[src/rtl/niw_pkg.sv]
package niw_pkg;
  localparam int STEPS  = 9;
  localparam int STEP_W = $clog2(STEPS);

  typedef struct packed {
    logic              load;
    logic [STEP_W-1:0] step;
  } niwStrobe_t;
endpackage

[src/rtl/niw_ctrl.sv]
module niw_ctrl
  import niw_pkg::*;
(
  input  logic       clk,
  input  logic       rstN,
  input  logic       startReq,
  input  logic       cmdReady,
  output niwStrobe_t strobe,
  output logic       cmdValid,
  output logic       busy,
  output logic       done
);
  typedef enum logic {IDLE, RUN} state_t;

  localparam logic [STEP_W-1:0] LAST_STEP = STEP_W'(STEPS - 1);

  state_t            stateQ;
  logic [STEP_W-1:0] stepQ;
  logic              doneQ;

  always_ff @(posedge clk or negedge rstN) begin
    if (!rstN) begin
      stateQ <= IDLE;
      stepQ  <= '0;
      doneQ  <= 1'b0;
    end else begin
      doneQ <= 1'b0;
      case (stateQ)
        IDLE: if (startReq) begin
          stateQ <= RUN;
          stepQ  <= '0;
        end
        RUN: if (cmdReady) begin
          if (stepQ == LAST_STEP) begin
            stateQ <= IDLE;
            doneQ  <= 1'b1;
          end else begin
            stepQ <= stepQ + 1'b1;
          end
        end
        default: stateQ <= IDLE;
      endcase
    end
  end

  always_comb begin
    strobe.load = (stateQ == IDLE) && startReq;
    strobe.step = stepQ;
  end

  assign cmdValid = (stateQ == RUN);
  assign busy     = (stateQ == RUN);
  assign done     = doneQ;
endmodule

[src/rtl/niw_datapath.sv]
module niw_datapath
  import niw_pkg::*;
#(
  parameter int          ADDR_W  = 16,
  parameter int          DATA_W  = 8,
  parameter int          PTR_W   = 6,
  parameter int          NIB_W   = 4,
  parameter logic [5:0]  PTR_LO  = 6'h3A,
  parameter logic [5:0]  PTR_HI  = 6'h3B,
  parameter logic [5:0]  PTR_WIN = 6'h3C
) (
  input  logic              clk,
  input  logic              rstN,
  input  niwStrobe_t        strobe,
  input  logic [ADDR_W-1:0] startAddr,
  input  logic [DATA_W-1:0] startData,
  output logic              cmdIsAddr,
  output logic [PTR_W-1:0]  cmdWord
);
  localparam int GROUPS = 3;
  localparam int PAD_W  = PTR_W - NIB_W;

  logic [ADDR_W-1:0] addrQ;
  logic [DATA_W-1:0] dataQ;

  always_ff @(posedge clk or negedge rstN) begin
    if (!rstN) begin
      addrQ <= '0;
      dataQ <= '0;
    end else if (strobe.load) begin
      addrQ <= startAddr;
      dataQ <= startData;
    end
  end

  logic [7:0]       grpByte [GROUPS];
  logic [PTR_W-1:0] grpPtr  [GROUPS];

  always_comb begin
    grpByte[0] = addrQ[7:0];
    grpByte[1] = addrQ[15:8];
    grpByte[2] = dataQ[7:0];
    grpPtr[0]  = PTR_W'(PTR_LO);
    grpPtr[1]  = PTR_W'(PTR_HI);
    grpPtr[2]  = PTR_W'(PTR_WIN);
  end

  int unsigned grpIdx;
  int unsigned phase;

  always_comb begin
    grpIdx    = 32'(strobe.step) / GROUPS;
    phase     = 32'(strobe.step) % GROUPS;
    cmdIsAddr = 1'b0;
    cmdWord   = '0;
    if (grpIdx < GROUPS) begin
      case (phase)
        0: begin
          cmdIsAddr = 1'b1;
          cmdWord   = grpPtr[grpIdx];
        end
        1:       cmdWord = {{PAD_W{1'b0}}, grpByte[grpIdx][7:4]};
        default: cmdWord = {{PAD_W{1'b0}}, grpByte[grpIdx][3:0]};
      endcase
    end
  end
endmodule

[src/rtl/nibble_reg_writer.sv]
module nibble_reg_writer
  import niw_pkg::*;
(
  input  logic        clk,
  input  logic        rstN,
  input  logic        startReq,
  input  logic [15:0] startAddr,
  input  logic [7:0]  startData,
  input  logic        cmdReady,
  output logic        cmdValid,
  output logic        cmdIsAddr,
  output logic [5:0]  cmdWord,
  output logic        busy,
  output logic        done
);
  niwStrobe_t strobe;

  niw_ctrl u_ctrl (
    .clk      (clk),
    .rstN     (rstN),
    .startReq (startReq),
    .cmdReady (cmdReady),
    .strobe   (strobe),
    .cmdValid (cmdValid),
    .busy     (busy),
    .done     (done)
  );

  niw_datapath u_dp (
    .clk       (clk),
    .rstN      (rstN),
    .strobe    (strobe),
    .startAddr (startAddr),
    .startData (startData),
    .cmdIsAddr (cmdIsAddr),
    .cmdWord   (cmdWord)
  );
endmodule

[config.mk]
export PLATFORM = sky130hd
export DESIGN_NAME = nibble_reg_writer
export DESIGN_NICKNAME = d
export VERILOG_FILES = /design/src/rtl/niw_pkg.sv /design/src/rtl/niw_ctrl.sv /design/src/rtl/niw_datapath.sv /design/src/rtl/nibble_reg_writer.sv
export SDC_FILE = /design/constraint.sdc
export NUM_CORES = 1
export LEC_CHECK = 0
export ABC_AREA = 0
export BUFFER_PORTS_ARGS = -buffer_cell sky130_fd_sc_hd__buf_2
export CORE_AREA = 4 4 63 65
export DETAILED_ROUTE_END_ITERATION = 7
export DIE_AREA = 0 0 67 69
export GPL_TIMING_DRIVEN = 0
export PLACE_DENSITY_LB_ADDON = 0.1
export SLEW_MARGIN = 10
export SYNTH_ARGS = -nofsm -noshare
export SYNTH_HDL_FRONTEND = slang
export SYNTH_SLANG_ARGS = --single-unit
[constraint.sdc]
create_clock -name clk -period 5.1 [get_ports clk]
set_clock_uncertainty 0.2 [all_clocks]
set_input_delay 0.51 -clock clk [delete_from_list [all_inputs] [get_ports clk]]
set_output_delay 0.51 -clock clk [all_outputs]
set_load 0.02 [all_outputs]
### After elaboration in Yosys (flattened, before gate mapping)

Cells that the tools add are included.

* bits in registers: 30
* bits of input ports: 28
* output and inout bits: 10

* add/sub/neg operators: 1
* div/mod/pow operators: 2
* magnitude comparators: 2
* eq/ne operators: 5
* mux-type cells: 21
* bitwise operators: 2
* reductions and logical operators: 3

Operators with widths (count)
* 33-bit by 3-bit >= comparator with 1-bit output, second input constant: 1
* 32-bit inverter with 33-bit output: 1
* 4-bit by 2-bit divider with 32-bit output, second input constant: 1
* 32-bit by 1-bit == test with 1-bit output, second input constant: 1
* 32-bit zero test: 1
* 32-bit by 2-bit < comparator with 1-bit output, second input constant: 1
* 4-bit by 2-bit modulo with 32-bit output, second input constant: 1
* 6-bit two-way mux: 3
* 8-bit binary-select mux with 2-bit select: 1
* 8-bit two-way mux: 2
* 6-bit binary-select mux with 2-bit select: 1
* 4-bit two-way mux: 3
* 6-bit case mux with 2 select lines: 1
* 1-bit two-way mux: 8
* 4-bit case mux with 2 select lines: 1
* 2-bit != test, second input constant: 3
* 4-bit by 1-bit adder with 4-bit output, second input constant: 1
* 4-bit == test, second input constant: 1
* 3-bit AND reduction: 1
* 1-bit case mux with 2 select lines: 1
* 1-bit logical AND: 1
* 1-bit inverter: 1

### Depth between registers and ports, before layout

* depth in word-level cells: 7
* gate-level depth with buffers: 17

### Modules after synthesis

From an unflattened synthesis, not the netlist that was laid out.

* cell total of the unflattened synthesis: 205
* area, all modules: 2079.5 um^2

Modules (own cells, without submodules)
* niw_datapath: instances 1, cells each 170, area each 1752.9 um^2, seq. area each 600.6 um^2
* niw_ctrl: instances 1, cells each 35, area each 326.6 um^2, seq. area each 150.1 um^2

### Worst setup path after synthesis

Ideal clock, no wire load.

* kind: register to output
* from: reg u_ctrl.stepQ[3]
* to: out cmdWord[1]
* arrival time: 3.382 ns
* path slack: 1.008 ns
* cell stages (with the launch flop): 16
* buffers on the path: 2
* path through: dfrtp_1 buf_6 clkbuf_1 nor2_1 ha_1 a211oi_1 a41oi_2 xnor2_1 inv_1 ha_1 inv_1 o2111ai_4 nor2_2 mux2i_1 a21oi_2 a311oi_1

* word-level cells in the longest chain between the ends: 7

Ends and longest elaborated chain
* start: declaration: line niw_ctrl.sv:18 `logic [STEP_W-1:0] stepQ;`
* start signal: assignment: line niw_ctrl.sv:38 `stepQ <= stepQ + 1'b1;`
* branches (longest 6 deep; another with 4-bit by 2-bit divider with 32-bit output)
* 6-bit two-way mux (*): line niw_datapath.sv:56 `if (grpIdx < GROUPS) begin`
* end: declaration: line nibble_reg_writer.sv:12 `output logic [5:0] cmdWord,`

Every way passes the cells marked *. The select of a mux whose other input is x is not followed.

### Worst setup path after layout

* from: reg u_ctrl.stepQ[3]
* to: out cmdWord[3]

Same word-level chain as after synthesis.

==> reports/qor.yml <==
status: "finished with violations"
violations: "negative hold slack"
yosysSeqAreaShare: 0.379
synth_top_cell_by_area: "dfrtp_1"
max_slew_margin: 0.568
top_usage_layer: "met2"
met3_usage: 0.0649
drcViolationCount: 0
ctsLongestPathBuffers: 2
clock_latency_ns: 0.32
initial_utilization: 0.594
synth_seq_cells: 30
synth_top_family_by_area: "compound AO/OA/AOI/OAI gates"
worstMarginPinSlew_ns: 0.647
yosys-mux-area-fraction: 0.152
cts-htree-levels: 2
cts-root-buf: "clkbuf_4"
cts_tree: "built"
rsz0062_at_grt: "false"
port_buffers: 36
crit_type: "register to primary output"
cts_sinks: 30
wirelength_um: 4310
setup_tns_ns: 0
setup_violations: 0
drive_gt1_frac: 0.340
yosys_most_used_dff: "dfrtp_1"
worst_setup_path_end_kind: "primary output"
crit_buf_inv: 5
min_period_ns: 4.73
wl_per_cell_um: 15.2
min-delay-path-class: "input pin to async pin"
grtUsageTotal: 0.207
r2r-start: "u_ctrl.busy"
antenna_cells: 0
yosysTopAreaCellShare: 0.379
avgSynthCellArea_um2: 10.2
synth_xor_area_frac: 0.00442
path_max_fanout: 10
avgViaCountPerCell: 5.79
required_ns: 4.39
hpwl_um: 3330
ys_async_sr_fraction: 1.00
ant_nets: 0
grt_max_degree: 31
rows: 21
finalHoldViolations: 5
chipHeight_um: 69
die_x_um: 67
cts_hold_buf: 0
clkTransAtPathRegs_ns: 0.09
start_kind: "register"
vias: 1644
worst-r2r-setup-slack_ns: 2.89
synth_area_um2: 1980
synth-compound-area-share: 0.204
syn_nets: 230
grt_pass1_vias: 1674
final_max_slew_viol_count: 0
grt_pass1_wl_um: 7470
first_pass_iters: 5
nets: 273
ios: 38
finalCritPeriodShare: 0.928
synth_edf_count: 0
cts_buffers: 5
yosysWarnings: 0
hold_ws_ns: -0.00134
r2r-end: "u_dp.dataQ[1]"
dieArea_um2: 4620
core_area_um2: 3340
gp_congestion: 0.933
path_depth: 16
synth_simple_gate_area_share: 0.154
slowest_delay_ns: 0.39
cp_slowest_cell: "a211oi_1"
crit_family: "compound AO/OA/AOI/OAI gates"
maxCapViolCount: 0
synth_fa_ha_area_frac: 0.0442
synth_cells: 195
grt_antenna_before_repair: 0
syn_to_final_growth_pct: 14.5
grtUsageMet2: 0.344
overflow: 0
synthTopCellsByArea: "dfrtp_1 (38%), mux2_2 (14%), ha_1 (4.4%), o2111ai_4 (2.7%), nand2_1 (2.3%)"
r2r_cells: 5
synth_cell_types: 49
crit_chain: "buf_6 > clkbuf_1 > nor2_1 > ha_1 > a211oi_1 > a41oi_2 > xnor2_1 > inv_1 > ha_1 > inv_1 > o2111ai_4 > nor3_2 > o2111ai_4 > o211a_1 > nor3_1 > buf_2"
drt-initial-drc-count: 116
max_freq_mhz: 211
met1_usage: 0.245
worstPathArrival_ns: 4.02
==> through the flow <==
step / instances / hold WS [ns] / setup WS, ns / area [µm²] / utilization
after floorplan: 195 / 0.0144 / 1.01 / 1980 / -
after global placement: 277 / 0.293 / 0.816 / 2220 / 0.665
after detailed placement: 277 / 0.300 / 0.659 / 2220 / 0.665
after CTS: 284 / 0.00969 / 0.271 / 2260 / 0.678
after global routing: 284 / 0.0293 / 0.00454 / 2270 / 0.680
final: 284 / -0.00134 / 0.366 / 2270 / 0.680
==> what timing repair did <==
item | CTS | global route
resized for setup | 0 | 1
endpoints found under the setup margin | 0 | 5
buffers inserted | 0 | 0
endpoints found under the hold margin | 0 | 0
==> cells by family after synthesis <==
| group | after synthesis |
|---|---|
| simple gates | 56 |
| compound gates | 47 |
| flops | 30 |
| buf+inv | 27 |
| mux | 27 |
| fa+ha+maj | 7 |
| xor+xnor | 1 |
==> layout by cell type, fill, tap and decap left out, drive strengths merged, types with 2 or more instances in the layout <==
cell type / n
mux2i: 3
nor3b: 3
o211ai: 5
ha: 7
dfrtp: 30
and4b: 2
nand2: 12
a22o: 2
inv: 11
a31oi: 2
a211oi: 2
clkbuf: 18
o2111ai: 2
nand4: 4
o21ai: 11
nand2b: 2
mux2: 24
a21oi: 7
nand3: 8
buf: 41
nor3: 6
nor2: 12
a41oi: 2
o211a: 2
nor2b: 4
==> layer usage <==
layer	vias to the layer above	part of all wire	routed length [µm]
li1	798	-	-
met1	793	0.40	1740
met2	46	0.52	2250
met3	7	0.056	243
met4	0	0.017	73
met5	-	0	0
==> synth_stat cells, types with 2 or more instances <==
cell type   n
a31oi_1     2
nand2b_1    2
inv_1      11
buf_6       2
a22o_1      2
o2111ai_4   2
nand4_1     4
nor2_1     11
and4b_1     2
clkbuf_1   11
nor3_1      5
nand2_1    12
o21ai_1     3
mux2i_1     3
o211ai_1    5
a21oi_1     6
buf_4       2
o21ai_0     8
o211a_1     2
ha_1        7
mux2_2     24
nor2b_1     4
dfrtp_1    30
nor3b_1     3
nand3_1     8
==> layout make-up <==
class / instances / area, µm²
flip-flops and latches: 30 / 751
well taps: 46 / 57.6
fillers: 305 / 1070
inverters: 11 / 41.3
multi-input cells: 138 / 1110
clock buffers: 7 / 45.0
plain buffers: 16 / 83.8
repair buffers: 36 / 180
==> sequential cells by signal, summed over array words and instances (netlist names) <==
register	flops
u_ctrl.busy	1
u_ctrl.done	1
u_dp.dataQ	8
u_dp.addrQ	16
u_ctrl.stepQ	4
==> worst max path at each step <==
| stage | from | endpoint | slack [ns] |
|---|---|---|---|
| global placement | u_ctrl.stepQ[3] | cmdWord[1] | 0.82 |
| global route | u_ctrl.stepQ[3] | cmdWord[1] | 0.005 |
| finish | u_ctrl.stepQ[3] | cmdWord[3] | 0.37 |
| floorplan | u_ctrl.stepQ[3] | cmdWord[1] | 1.01 |
| detailed placement | u_ctrl.stepQ[3] | cmdWord[1] | 0.66 |
| CTS | u_ctrl.stepQ[3] | cmdWord[1] | 0.27 |
==> worst register-to-register path: cells and delay by family, from the launching register on <==
kind	cells	cell delay, ns
mux	1	0.41
buf+inv	3	0.94
simple gates	1	0.14
flops	1	0.39
Power is left out: the tool's default activity adds up to more than one toggle a clock period on the data nets, which glitch-free logic cannot reach.
